**src/rtl/spi_mem_pkg.sv**
```systemverilog
// Shared opcodes and state encoding for the SPI memory slave.
// Assumes: single-byte opcodes, mode 0 framing.
package spi_mem_pkg;
    localparam logic [7:0] OPC_SR_WRITE = 8'h01;
    localparam logic [7:0] OPC_WRITE    = 8'h02;
    localparam logic [7:0] OPC_READ     = 8'h03;
    localparam logic [7:0] OPC_WE_CLR   = 8'h04;
    localparam logic [7:0] OPC_SR_READ  = 8'h05;
    localparam logic [7:0] OPC_WE_SET   = 8'h06;

    typedef enum logic [2:0] {
        ST_IDLE,
        ST_CMD,
        ST_ADDR,
        ST_RDAT,
        ST_WDAT,
        ST_SRRD,
        ST_SRWR,
        ST_SKIP
    } cmd_state_t;
endpackage

```
**src/rtl/spi_mem_sync.sv**
```systemverilog
// Multi-stage synchronizer for asynchronous pins.
// Assumes: STAGES >= 1; each bit is synchronized on its own, without bus coherence.
module spi_mem_sync #(
    parameter int         W       = 4,
    parameter int         STAGES  = 2,
    parameter logic [W-1:0] RST_VAL = '0
) (
    input  logic         clk,
    input  logic         rst_n,
    input  logic [W-1:0] d_i,
    output logic [W-1:0] q_o
);
    generate
        if (STAGES == 1) begin : g_single
            logic [W-1:0] stg;
            // single flop stage
            always_ff @(posedge clk) begin
                if (!rst_n) stg <= RST_VAL;
                else        stg <= d_i;
            end
            assign q_o = stg;
        end else begin : g_chain
            logic [STAGES-1:0][W-1:0] stg;
            // shift chain of flop stages
            always_ff @(posedge clk) begin
                if (!rst_n) stg <= {STAGES{RST_VAL}};
                else        stg <= {stg[STAGES-2:0], d_i};
            end
            assign q_o = stg[STAGES-1];
        end
    endgenerate
endmodule

```
**src/rtl/spi_mem_guard.sv**
```systemverilog
// Protection decisions: block-protect range hit and status-write permission.
// Assumes: only the two top address bits select the protected range.
module spi_mem_guard (
    input  logic [1:0] bp_i,
    input  logic [1:0] a_top_i,
    input  logic       wel_i,
    input  logic       wpen_i,
    input  logic       wp_n_i,
    output logic       blk_hit_o,
    output logic       sr_ok_o
);
    // range decode from block-protect bits
    always_comb begin
        unique case (bp_i)
            2'b00:   blk_hit_o = 1'b0;
            2'b01:   blk_hit_o = &a_top_i;
            2'b10:   blk_hit_o = a_top_i[1];
            default: blk_hit_o = 1'b1;
        endcase
    end

    // status write allowed only with latch set and pin lock not active
    assign sr_ok_o = wel_i & ~(wpen_i & ~wp_n_i);
endmodule

```
**src/rtl/spi_mem_txshift.sv**
```systemverilog
// Output byte shifter driving SO; loads a byte and shifts one bit per falling SCK.
// Assumes: load and shift never coincide (they come from opposite SCK edges).
module spi_mem_txshift (
    input  logic       clk,
    input  logic       rst_n,
    input  logic       clr_i,
    input  logic       load_i,
    input  logic [7:0] load_val_i,
    input  logic       shift_i,
    output logic       so_o
);
    logic [7:0] tx;

    // shifter with clear > load > shift priority
    always_ff @(posedge clk) begin
        if (!rst_n || clr_i) begin
            tx   <= '0;
            so_o <= 1'b0;
        end else if (load_i) begin
            tx <= load_val_i;
        end else if (shift_i) begin
            so_o <= tx[7];
            tx   <= {tx[6:0], 1'b0};
        end
    end

    // SO only moves on a shift or clear
    p_so_hold_r2: assert property (@(posedge clk) disable iff (!rst_n)
        (!shift_i && !clr_i) |=> $stable(so_o));
endmodule

```
**src/rtl/spi_mem_slave.sv**
```systemverilog
// SPI mode-0 slave command engine for a byte-wide memory with status register
// and write protection. Oversamples SCK/CS/SI/WP on clk.
// Assumes: each SCK phase lasts at least SYNC_STAGES+3 clk cycles; nv_busy is
// synchronous to clk; memory returns read data one cycle after mem_rd.
module spi_mem_slave
    import spi_mem_pkg::*;
#(
    parameter int AW          = 17,
    parameter int SYNC_STAGES = 2
) (
    input  logic          clk,
    input  logic          rst_n,
    input  logic          spi_sck,
    input  logic          spi_cs_n,
    input  logic          spi_si,
    output logic          spi_so,
    input  logic          wp_n,
    input  logic          nv_busy,
    output logic [AW-1:0] mem_addr,
    output logic          mem_rd,
    input  logic [7:0]    mem_rdata,
    output logic          mem_wr,
    output logic [7:0]    mem_wdata
);
    localparam int ASH_W = AW - 8;

    logic [3:0] pins_s;
    logic sck_l, cs_l, si_l, wp_l;
    logic sck_prev, cs_prev;

    spi_mem_sync #(.W(4), .STAGES(SYNC_STAGES), .RST_VAL(4'b1010)) u_sync (
        .clk   (clk),
        .rst_n (rst_n),
        .d_i   ({wp_n, spi_si, spi_cs_n, spi_sck}),
        .q_o   (pins_s)
    );
    assign {wp_l, si_l, cs_l, sck_l} = pins_s;

    // edge history of SCK and CS
    always_ff @(posedge clk) begin
        if (!rst_n) begin
            sck_prev <= 1'b0;
            cs_prev  <= 1'b1;
        end else begin
            sck_prev <= sck_l;
            cs_prev  <= cs_l;
        end
    end

    logic sck_rise, sck_fall, cs_start, cs_end;
    assign sck_rise = !cs_l && sck_l && !sck_prev;
    assign sck_fall = !cs_l && !sck_l && sck_prev;
    assign cs_start = !cs_l && cs_prev;
    assign cs_end   = cs_l && !cs_prev;

    logic [2:0] bit_cnt;
    logic [6:0] rx_sh;
    logic [7:0] rx_byte;
    logic       byte_done;
    assign rx_byte   = {rx_sh, si_l};
    assign byte_done = sck_rise && (bit_cnt == 3'd7);

    // input bit counter and receive shifter, restarted each frame
    always_ff @(posedge clk) begin
        if (!rst_n || cs_start) begin
            bit_cnt <= '0;
            rx_sh   <= '0;
        end else if (sck_rise) begin
            bit_cnt <= bit_cnt + 3'd1;
            rx_sh   <= rx_byte[6:0];
        end
    end

    cmd_state_t     st;
    logic           wel, wpen, is_wr, wr_act, sr_ok, rd_pend;
    logic [1:0]     bp, abyte;
    logic [ASH_W-1:0] addr_sh;
    logic [AW-1:0]  addr, addr_full;
    logic           mem_rd_q, mem_wr_q;
    logic [AW-1:0]  mem_addr_q;
    logic [7:0]     mem_wdata_q;
    logic           blk_hit, sr_ok_now;
    logic [7:0]     status;

    assign addr_full = {addr_sh, rx_byte};
    assign status    = {wpen, 3'b000, bp, wel, nv_busy};

    spi_mem_guard u_guard (
        .bp_i      (bp),
        .a_top_i   (addr[AW-1 -: 2]),
        .wel_i     (wel),
        .wpen_i    (wpen),
        .wp_n_i    (wp_l),
        .blk_hit_o (blk_hit),
        .sr_ok_o   (sr_ok_now)
    );

    // command sequencer: decode, address capture, data phases, status updates
    always_ff @(posedge clk) begin
        if (!rst_n) begin
            st          <= ST_IDLE;
            wel         <= 1'b0;
            wpen        <= 1'b0;
            bp          <= '0;
            is_wr       <= 1'b0;
            wr_act      <= 1'b0;
            sr_ok       <= 1'b0;
            abyte       <= '0;
            addr_sh     <= '0;
            addr        <= '0;
            mem_rd_q    <= 1'b0;
            mem_wr_q    <= 1'b0;
            mem_addr_q  <= '0;
            mem_wdata_q <= '0;
        end else begin
            mem_rd_q <= 1'b0;
            mem_wr_q <= 1'b0;
            if (cs_end) begin
                st     <= ST_IDLE;
                wr_act <= 1'b0;
                if (wr_act) wel <= 1'b0;
            end else if (cs_start) begin
                st    <= ST_CMD;
                abyte <= '0;
            end else if (byte_done) begin
                unique case (st)
                    ST_CMD: begin
                        case (rx_byte)
                            OPC_WE_SET: begin
                                wel <= 1'b1;
                                st  <= ST_SKIP;
                            end
                            OPC_WE_CLR: begin
                                wel <= 1'b0;
                                st  <= ST_SKIP;
                            end
                            OPC_SR_READ: st <= ST_SRRD;
                            OPC_SR_WRITE: begin
                                sr_ok <= sr_ok_now;
                                st    <= ST_SRWR;
                            end
                            OPC_READ: begin
                                is_wr <= 1'b0;
                                st    <= nv_busy ? ST_SKIP : ST_ADDR;
                            end
                            OPC_WRITE: begin
                                is_wr <= 1'b1;
                                if (!nv_busy && wel) begin
                                    wr_act <= 1'b1;
                                    st     <= ST_ADDR;
                                end else begin
                                    st <= ST_SKIP;
                                end
                            end
                            default: st <= ST_SKIP;
                        endcase
                    end
                    ST_ADDR: begin
                        addr_sh <= {addr_sh[AW-17:0], rx_byte};
                        abyte   <= abyte + 2'd1;
                        if (abyte == 2'd2) begin
                            if (is_wr) begin
                                addr <= addr_full;
                                st   <= ST_WDAT;
                            end else begin
                                mem_addr_q <= addr_full;
                                mem_rd_q   <= 1'b1;
                                addr       <= addr_full + 1'b1;
                                st         <= ST_RDAT;
                            end
                        end
                    end
                    ST_RDAT: begin
                        mem_addr_q <= addr;
                        mem_rd_q   <= 1'b1;
                        addr       <= addr + 1'b1;
                    end
                    ST_WDAT: begin
                        mem_addr_q  <= addr;
                        mem_wdata_q <= rx_byte;
                        mem_wr_q    <= !blk_hit;
                        addr        <= addr + 1'b1;
                    end
                    ST_SRWR: begin
                        if (sr_ok) begin
                            wpen <= rx_byte[7];
                            bp   <= rx_byte[3:2];
                        end
                        st <= ST_SKIP;
                    end
                    default: ;
                endcase
            end
        end
    end

    // marks the cycle when requested read data is on mem_rdata
    always_ff @(posedge clk) begin
        if (!rst_n) rd_pend <= 1'b0;
        else        rd_pend <= mem_rd_q;
    end

    logic       tx_load;
    logic [7:0] tx_val;
    assign tx_load = rd_pend ||
                     (byte_done && ((st == ST_CMD && rx_byte == OPC_SR_READ) || st == ST_SRRD));
    assign tx_val  = rd_pend ? mem_rdata : status;

    spi_mem_txshift u_tx (
        .clk        (clk),
        .rst_n      (rst_n),
        .clr_i      (cs_l),
        .load_i     (tx_load),
        .load_val_i (tx_val),
        .shift_i    (sck_fall),
        .so_o       (spi_so)
    );

    assign mem_addr  = mem_addr_q;
    assign mem_rd    = mem_rd_q;
    assign mem_wr    = mem_wr_q;
    assign mem_wdata = mem_wdata_q;

    // one strobe per byte, never back to back
    p_one_strobe_r4: assert property (@(posedge clk) disable iff (!rst_n)
        mem_wr |=> !mem_wr);
    // read and write requests never overlap
    p_rw_excl_r4: assert property (@(posedge clk) disable iff (!rst_n)
        !(mem_rd && mem_wr));
    // latch drops after an accepted write frame closes
    p_wel_clear_r5: assert property (@(posedge clk) disable iff (!rst_n)
        (cs_end && wr_act) |=> !wel);
    // busy opcode never enters the address phase
    p_busy_refuse_r6: assert property (@(posedge clk) disable iff (!rst_n)
        (byte_done && st == ST_CMD && nv_busy) |=> (st != ST_ADDR));
    // denied status write leaves the bits untouched
    p_sr_hold_r8: assert property (@(posedge clk) disable iff (!rst_n)
        (byte_done && st == ST_SRWR && !sr_ok) |=> $stable({wpen, bp}));
    // whole-array protect forbids any strobe
    p_full_prot_r9: assert property (@(posedge clk) disable iff (!rst_n)
        (bp == 2'b11) |-> !mem_wr);
endmodule

```
**config.mk**
```make
export PLATFORM = sky130hd
export DESIGN_NAME = spi_mem_slave
export DESIGN_NICKNAME = d
export VERILOG_FILES = /design/src/rtl/spi_mem_pkg.sv /design/src/rtl/spi_mem_sync.sv /design/src/rtl/spi_mem_guard.sv /design/src/rtl/spi_mem_txshift.sv /design/src/rtl/spi_mem_slave.sv
export SDC_FILE = /design/constraint.sdc
export NUM_CORES = 1
export LEC_CHECK = 0
export ABC_CLOCK_PERIOD_IN_PS = 6300
export BUFFER_PORTS_ARGS = -buffer_cell sky130_fd_sc_hd__buf_2
export CORE_AREA = 2 2 98 100
export CTS_CLUSTER_SIZE = 30
export DETAILED_ROUTE_END_ITERATION = 6
export DIE_AREA = 0 0 100 102
export PLACE_DENSITY = 0.81
export SLEW_MARGIN = 5
export SYNTH_ARGS = -nofsm -noshare
export SYNTH_HDL_FRONTEND = slang
export SYNTH_HIERARCHICAL = 1
export SYNTH_SLANG_ARGS = --single-unit
```
**constraint.sdc**
```tcl
create_clock -name clk -period 6.3 [get_ports clk]
set_clock_uncertainty 0.1 [all_clocks]
set_input_delay 0.945 -clock clk [delete_from_list [all_inputs] [get_ports clk]]
set_output_delay 0.945 -clock clk [all_outputs]
set_load 0.01 [all_outputs]
```
==> results.yml, run 1 <==
run_status:
  outcome: "finished clean"
sta:
  worst_pin_slew_ns: 1.10
  finalHoldViolations: 0
  period_needed_ns: 2.95
  maxSlewViolCount: 0
  fmax_mhz: 339
  fin_ws_ns: 3.35
  setup_viol_count_final: 0
  rsz0062_at_grt: "false"
  maxSlewHeadroom_pct: 26.4
  timing.final.crit_share_pct: 46.8
  fin_setup_tns_ns: 0
route:
  viasPerCell: 5.96
  first_pass_iters: 5
  drtIter0Drc: 304
  antenna_left: 0
  avgRoutedWirePerCell_um: 16.1
  drc: 0
  wl_mm: 11.2
  vias: 4151
job:
  drv_cap: 0
placed_design:
  place.gp.congestion: 0.928
  placed_cells: 680
  place_hpwl_mm: 7.79
  port-buffer-count: 42
  pre_cts_ws_ns: 3.42
clocking:
  clk_latency_ns: 0.36
  cts_buffer_depth: 2
  cts_tree: "built"
  cts_made_buffers: 9
  clock_sinks: 95
  clk_pin_slew_ns: 0.09
  cts_root_buffer: "clkbuf_8"
  post_cts_buffers: 0
  cts.repair.resized: 0
  htreeDepth: 3
  cts-hold-fix-buffers: 0
finish:
  fin_nets: 605
  syn_to_final_growth_pct: 7.79
  drive_gt1_share_pct: 14.5
  final_cells: 696
  diodes: 0
logic_synthesis:
  synthCells: 568
  synth_seq_area_share_pct: 39.2
  yosysTopAreaCell: "dfxtp_1"
  netlist_area_sq_um: 4850
  netlist_top_cells_area: "dfxtp_1, mux2i_1, nor2_1"
  synth_ff_type: "dfxtp_1"
  ys_ff_latch: 95
  ys_warn_count: 6
  ys_types: 65
  synth_edf_count: 0
  async_flop_share_pct: 0
  syn_area_per_cell_sq_um: 8.54
  synth_top_area_share_pct: 39.2
  mappedNetlistNets: 593
grt:
  antenna_found_initial: 0
  grt_max_degree: 48
  overflow: 0
  grt_pass1_wl_mm: 18.5
  grt_pass1_vias: 3836
  grt_usage_pct: 22.5
hold_path:
  hold_class: "reg -> reg"
floorplanning:
  rows: 35
  die_w_um: 100
  io_pins: 43
  start_util_pct: 53.2
  dieArea_sq_um: 10200
  core_area_sq_um: 9110
  die_y_um: 102
worst_setup_path:
  endpoint_kind: "register"
  path_max_fanout: 21
  startpoint_type: "register"
  critPathRequiredTime_ns: 6.48
  worstPathArrival_ns: 3.13
  crit_type: "reg -> reg"
power_and_ir_drop:
  p_per_area_nw_per_um2: 205
  ir_drop_v: 0.000117
  leakage_nw: 2.01
[kinds of logic after synthesis]
family | count (synthesis) | synth area share [%]
AND/OR/NAND/NOR | 236 | 23.9
AO/OA/AOI/OAI | 107 | 15.2
flip-flops | 95 | 39.2
buffers and inverters | 57 | 5.68
multiplexers | 49 | 11.0
XOR/XNOR | 14 | 2.53
adder cells (fa/ha/maj) | 10 | 2.58
[path summary, 6_finish.rpt]
path                                            endpoint                        startpoint  slack [ns]  depth (start not counted)
worst min-delay path            u_sync/q_o[1]$_SDFF_PN1_  u_sync/g_chain.stg[1]$_SDFF_PN1_        0.32                          1
worst max register to register     addr[16]$_SDFFE_PN0P_                st[2]$_SDFFE_PP0P_        3.35                          5
worst min register to register  u_sync/q_o[1]$_SDFF_PN1_  u_sync/g_chain.stg[1]$_SDFF_PN1_        0.32                          1
worst max-delay path               addr[16]$_SDFFE_PN0P_                st[2]$_SDFFE_PP0P_        3.35                          5
[cells in the final DEF (no fill, tap or decap), types with 4 or more instances in the layout]
cell	instances
nand2b_1	8
a311oi_1	19
a31oi_1	6
nor4_1	4
ha_1	10
mux2i_1	37
inv_1	13
dfxtp_1	95
nor3_1	6
xnor2_1	10
nand3_1	14
and3_1	7
nand3b_1	4
nand2_1	57
and2_1	13
mux2_2	5
a21oi_1	25
mux2_4	7
nand4_1	8
nor3b_1	8
o21ai_0	19
buf_2	42
nor2_1	84
o211ai_1	5
clkbuf_8	9
xor2_1	4
[metal layers]
metal	vias up	track usage, %	share of wire, %
li1	2029	-	-
met3	17	4.31	6.5
met5	-	0	0
met4	0	6.85	1.4
met2	154	35.6	46
met1	1951	31.4	47
[power by group]
| part | total [W] | switching (W) | internal, W |
|---|---|---|---|
| clock | 0.000439 | 0.000214 | 0.000225 |
| sequential | 0.000606 | 0.00000315 | 0.000603 |
| combinational | 0.0000282 | 0.0000182 | 0.0000100 |
| total | 0.00107 | 0.000235 | 0.000838 |
[stage by stage]
step | util, % | power [W] | hold slack (ns) | instance area, sq um
5_1_grt | 57.4 | 0.00111 | 0.327 | 5230
4_1_cts | 57.4 | 0.00108 | 0.321 | 5230
3_3_place_gp | 55.1 | 0.000647 | 0.290 | 5010
2_1_floorplan | - | 0.000638 | 0.286 | 4850
6_report | 57.4 | 0.00107 | 0.317 | 5230
3_5_place_dp | 55.1 | 0.000648 | 0.299 | 5010
[area by class of cell]
class | count | area (sq um)
fillers | 786 | 3880
multi-input cells | 416 | 2690
flip-flops and latches | 95 | 1900
repair buffers | 45 | 233
well taps | 111 | 139
clock buffers | 11 | 131
clock inverters | 5 | 81.3
inverters | 13 | 48.8
[synthesized netlist by cell type (all sizes together), types with 4 or more instances]
| library cell | instances |
|---|---|
| mux2 | 12 |
| xor2 | 4 |
| xnor2 | 10 |
| clkbuf | 28 |
| o211ai | 5 |
| and2 | 13 |
| nor3 | 6 |
| a311oi | 19 |
| nor4 | 4 |
| nor2 | 84 |
| nand4 | 8 |
| a21oi | 27 |
| nand3b | 4 |
| buf | 16 |
| inv | 13 |
| dfxtp | 95 |
| and3 | 8 |
| nand2b | 8 |
| a31oi | 6 |
| ha | 10 |
| nand3 | 14 |
| mux2i | 37 |
| o21ai | 21 |
| nand2 | 57 |
| nor3b | 10 |
[registers in the layout, summed over array words and instances (netlist names), 2 cells and up]
| name | flops |
|---|---|
| bit_cnt | 3 |
| rx_sh | 7 |
| st | 3 |
| addr | 17 |
| abyte | 2 |
| u_tx/tx | 8 |
| u_sync/g_chain.stg | 4 |
| u_sync/q_o | 4 |
| bp | 2 |
| mem_addr | 17 |
| addr_sh | 9 |
| mem_wdata | 8 |
[worst max-delay path, cell delays in order, from the launching register on]
cell and delay, ns:
dfxtp_1 0.50, nor3b_1 0.66, a21o_1 0.16, nand3_1 0.56, or4_1 0.70, a31oi_1 0.18
Note: power is estimated with default switching activity, not from simulation.
==> run 2: changes to the inputs <==
ABC_CLOCK_PERIOD_IN_PS = 2650   (was 6300)
PLACE_DENSITY = 0.84   (was 0.81)
clock period = 2.65 ns   (was 6.3 ns; I/O delays follow)
==> results.yml, run 2 (synthesis gave the netlist of run 1 again) <==
run_status:
  outcome: "finished clean"
finish:
  layout_commonest_cell: "dfxtp_1"
  diodes: 0
  syn_to_final_growth_pct: 11.1
  final_area_sq_um: 5390
  fin_nets: 626
  fin_util_pct: 59.2
  drive_gt1_share_pct: 17.8
  final_cell_mix: "dfxtp_1, nor2_1, nand2_1"
worst_setup_path:
  startpoint_type: "register"
  endpoint_kind: "register"
  path_max_fanout: 13
  worstPathArrival_ns: 2.66
  crit_type: "reg -> reg"
  rrSetupSlack_ns: 0.15
  cpMaxStageDelayCell: "nor3b_1"
  worst_r2r_path_depth: 6
  critPathRequiredTime_ns: 2.81
  reg2reg_from: "st[2]$_SDFFE_PP0P_"
  regToRegEndpoint: "mem_addr[14]$_SDFFE_PN0P_"
  max_stage_delay_ns: 0.53
  path_buf_inv: 2
  cp_common_cell: "buf_4"
  crit_family: "compound AO/OA/AOI/OAI gates"
  crit_chain: "nor3b_1 -> buf_4 -> a21o_1 -> buf_4 -> nand2_1 -> a311oi_1"
placed_design:
  place.gp.congestion: 0.909
  place_hpwl_mm: 8.23
  port-buffer-count: 42
  placed_cell_area_sq_um: 5170
grt:
  grt_max_degree: 48
  grt_pass1_vias: 4040
  grt_pass1_wl_mm: 19.3
  overflow: 0
  antenna_found_initial: 0
  grt_usage_pct: 23.5
floorplanning:
  core_area_sq_um: 9110
  io_pins: 43
  start_util_pct: 53.2
  dieArea_sq_um: 10200
  die_w_um: 100
  die_y_um: 102
  rows: 35
route:
  avgRoutedWirePerCell_um: 16.2
  antenna_left: 0
  first_pass_iters: 5
  wl_mm: 11.6
  vias: 4271
  drtIter0Drc: 310
  drc: 0
  viasPerCell: 5.96
sta:
  timing.final.crit_share_pct: 94.4
  fmax_mhz: 400
  fin_setup_tns_ns: 0
  maxSlewViolCount: 0
  finalHoldViolations: 0
  period_needed_ns: 2.50
  maxSlewHeadroom_pct: 27.3
  worst_pin_slew_ns: 1.09
  setup_viol_count_final: 0
  rsz0062_at_grt: "false"
clocking:
  post_cts_buffers: 0
  clk_latency_ns: 0.36
  htreeDepth: 3
  cts_root_buffer: "clkbuf_8"
  cts-hold-fix-buffers: 0
  clk_pin_slew_ns: 0.10
  cts_buffer_depth: 2
  cts.repair.resized: 0
  cts_made_buffers: 9
  clock_sinks: 95
  cts_tree: "built"
power_and_ir_drop:
  p_per_area_nw_per_um2: 472
  leakage_nw: 2.12
  ir_drop_v: 0.000400
hold_path:
  hold_class: "in -> reg"
  holdPathStages: 2
  hp-start: "wp_n"
  hold_path_end: "u_sync/g_chain.stg[3]$_SDFF_PN1_"
job:
  drv_cap: 0
## run 2: metrics by stage
stage	hold WS (ns)	setup slack (ns)	instances	total power, W
floorplan	0.286	0.527	568	0.00152
global placement	0.292	0.387	701	0.00155
detailed placement	0.297	0.286	701	0.00155
CTS	0.108	0.273	717	0.00255
global route	0.119	0.0566	717	0.00261
finish	0.113	0.148	717	0.00254
## run 2: area by class of cell
class	count	area (sq um)
clock buffers	12	165
inverters	13	48.8
flip-flops and latches	95	1900
fillers	800	3720
well taps	111	139
repair buffers	66	390
multi-input cells	416	2690
clock inverters	4	51.3
## run 2: report_power, final
group	leakage, nW	switching, W	internal, W	total (W)
registers	0.767	0.00000378	0.00143	0.00144
logic	1.25	0.0000497	0.0000288	0.0000785
clock network	0.109	0.000509	0.000516	0.00103
total	2.12	0.000563	0.00198	0.00254
## run 2: worst max-delay path by stage
stage / from / to / slack, ns / cells past startpoint
5_1_grt: st[2]$_SDFFE_PP0P_ / mem_addr[14]$_SDFFE_PN0P_ / 0.06 / 6
2_1_floorplan: rx_sh[6]$_SDFFE_PP0P_ / u_tx/so_o$_SDFFE_PP0P_ / 0.53 / 9
3_3_place_gp: st[2]$_SDFFE_PP0P_ / addr[7]$_SDFFE_PN0P_ / 0.39 / 6
3_5_place_dp: st[2]$_SDFFE_PP0P_ / mem_addr[14]$_SDFFE_PN0P_ / 0.29 / 6
6_report: st[2]$_SDFFE_PP0P_ / mem_addr[14]$_SDFFE_PN0P_ / 0.15 / 6
4_1_cts: st[2]$_SDFFE_PP0P_ / mem_addr[14]$_SDFFE_PN0P_ / 0.27 / 6
## run 2: worst register-to-register path, cell delays in order (launching register included)
cell      delay, ns
dfxtp_1        0.51
nor3b_1        0.53
buf_4          0.23
a21o_1         0.39
buf_4          0.23
nand2_1        0.07
a311oi_1       0.34
## run 2: per-layer routing
| layer | track usage, % | part of all wire (%) | wire (um) |
|---|---|---|---|
| met5 | 0 | 0 | 0 |
| met1 | 30.1 | 46 | 5300 |
| met2 | 39.7 | 47 | 5450 |
| met3 | 3.56 | 5.2 | 609 |
| met4 | 10.2 | 2.3 | 270 |
==> run 3: changes to the inputs <==
PLACE_DENSITY = 0.83   (was 0.84)
==> results.yml, run 3 (synthesis gave the netlist of run 1 again) <==
sta:
  holdWs_ns: 0.104
  fin_ws_ns: 0.191
  maxSlewHeadroom_pct: 51.1
  rsz0062_at_grt: "false"
  fin_setup_tns_ns: 0
  finalHoldViolations: 0
  setup_viol_count_final: 0
  period_needed_ns: 2.46
  worst_pin_slew_ns: 0.732
  timing.final.crit_share_pct: 92.8
  maxSlewViolCount: 0
  fmax_mhz: 407
floorplanning:
  rows: 35
  die_y_um: 102
  dieArea_sq_um: 10200
  die_w_um: 100
  io_pins: 43
  core_area_sq_um: 9110
  start_util_pct: 53.2
clocking:
  post_cts_buffers: 0
  cts.repair.resized: 0
  cts_buffer_depth: 2
  clk_latency_ns: 0.37
  clk_pin_slew_ns: 0.09
  cts_root_buffer: "clkbuf_8"
  cts-hold-fix-buffers: 0
  cts_tree: "built"
  cts_made_buffers: 9
  htreeDepth: 3
  clock_sinks: 95
grt:
  overflow: 0
  grt_usage_pct: 23.1
  grtUsageMet1_pct: 30.9
  grt_pass1_wl_mm: 18.9
  grt_pass1_vias: 3933
  use_met2_pct: 38.3
  grt_max_degree: 35
  antenna_found_initial: 0
  use_met3_pct: 3.35
  grt-busiest-layer: "met2"
finish:
  final_cell_mix: "dfxtp_1, nor2_1, nand2_1"
  syn_to_final_growth_pct: 10.5
  layout_commonest_cell: "dfxtp_1"
  fin_nets: 626
  drive_gt1_share_pct: 17.7
  diodes: 0
  final_area_sq_um: 5360
  fin_util_pct: 58.8
placed_design:
  place.gp.congestion: 0.972
  place_hpwl_mm: 8.24
  placed_cell_area_sq_um: 5170
  port-buffer-count: 42
  pre_cts_ws_ns: 0.245
power_and_ir_drop:
  leakage_nw: 2.11
  p_per_area_nw_per_um2: 451
  ir_drop_v: 0.000278
hold_path:
  hold_path_end: "u_sync/g_chain.stg[3]$_SDFF_PN1_"
  hp-start: "wp_n"
  hold_class: "in -> reg"
  holdPathStages: 2
worst_setup_path:
  startpoint_type: "register"
  crit_chain: "nor3b_1 -> a21o_1 -> and3_1 -> o21ai_0 -> a32o_1"
  reg2reg_from: "st[0]$_SDFFE_PP0P_"
  crit_type: "reg -> reg"
  path_buf_inv: 0
  critPathRequiredTime_ns: 2.81
  cp.depth: 5
  crit_family: "simple AND/OR/NAND/NOR gates"
  path_max_fanout: 14
  endpoint_kind: "register"
  worst_r2r_path_depth: 5
  worstPathArrival_ns: 2.62
  cpMaxStageDelayCell: "nor3b_1"
  regToRegEndpoint: "addr[7]$_SDFFE_PN0P_"
  rrSetupSlack_ns: 0.19
  max_stage_delay_ns: 0.67
route:
  vias: 4206
  wl_mm: 11.3
  viasPerCell: 5.87
  antenna_left: 0
  avgRoutedWirePerCell_um: 15.8
  first_pass_iters: 5
  drc: 0
  drtIter0Drc: 303
job:
  drv_cap: 0
run_status:
  outcome: "finished clean"
run 3: changes by cell type in the layout (fill, tap and decap cells not counted):
cell	delta
bufinv_16	-1
clkbuf_1	+1
clkbuf_8	-1
clkinv_4	+2
inv_6	-1
run 3: per-layer routing:
| metal | vias to the layer above | routed length, um |
|---|---|---|
| met5 | - | 0 |
| met4 | 0 | 199 |
| met3 | 19 | 675 |
| met2 | 144 | 5270 |
| met1 | 1976 | 5160 |
| li1 | 2067 | - |
run 3: how the worst max path moves through the flow:
stage / to / start / slack, ns
floorplan: u_tx/so_o$_SDFFE_PP0P_ / rx_sh[6]$_SDFFE_PP0P_ / 0.53
CTS: addr[7]$_SDFFE_PN0P_ / st[0]$_SDFFE_PP0P_ / 0.22
finish: addr[7]$_SDFFE_PN0P_ / st[0]$_SDFFE_PP0P_ / 0.19
detailed placement: addr[7]$_SDFFE_PN0P_ / st[0]$_SDFFE_PP0P_ / 0.24
global route: addr[7]$_SDFFE_PN0P_ / st[0]$_SDFFE_PP0P_ / 0.04
global placement: addr[7]$_SDFFE_PN0P_ / st[0]$_SDFFE_PP0P_ / 0.35
run 3: cell type report:
cell class / instances / area, sq um
clock buffers: 12 / 155
multi-input cells: 416 / 2690
clock inverters: 4 / 30.0
flip-flops and latches: 95 / 1900
inverters: 13 / 48.8
well taps: 111 / 139
fillers: 801 / 3750
repair buffers: 66 / 390
run 3: report_power, final:
group | leakage, nW | total, W | switching [W] | internal (W)
sequential | 0.767 | 0.00144 | 0.00000564 | 0.00143
combinational | 1.25 | 0.0000741 | 0.0000464 | 0.0000278
clock | 0.0926 | 0.000905 | 0.000510 | 0.000395
run 3: metrics by stage:
step / power (W) / cells
6_report: 0.00242 / 717
5_1_grt: 0.00250 / 717
4_1_cts: 0.00242 / 717
3_5_place_dp: 0.00155 / 701
3_3_place_gp: 0.00154 / 701
2_1_floorplan: 0.00152 / 568
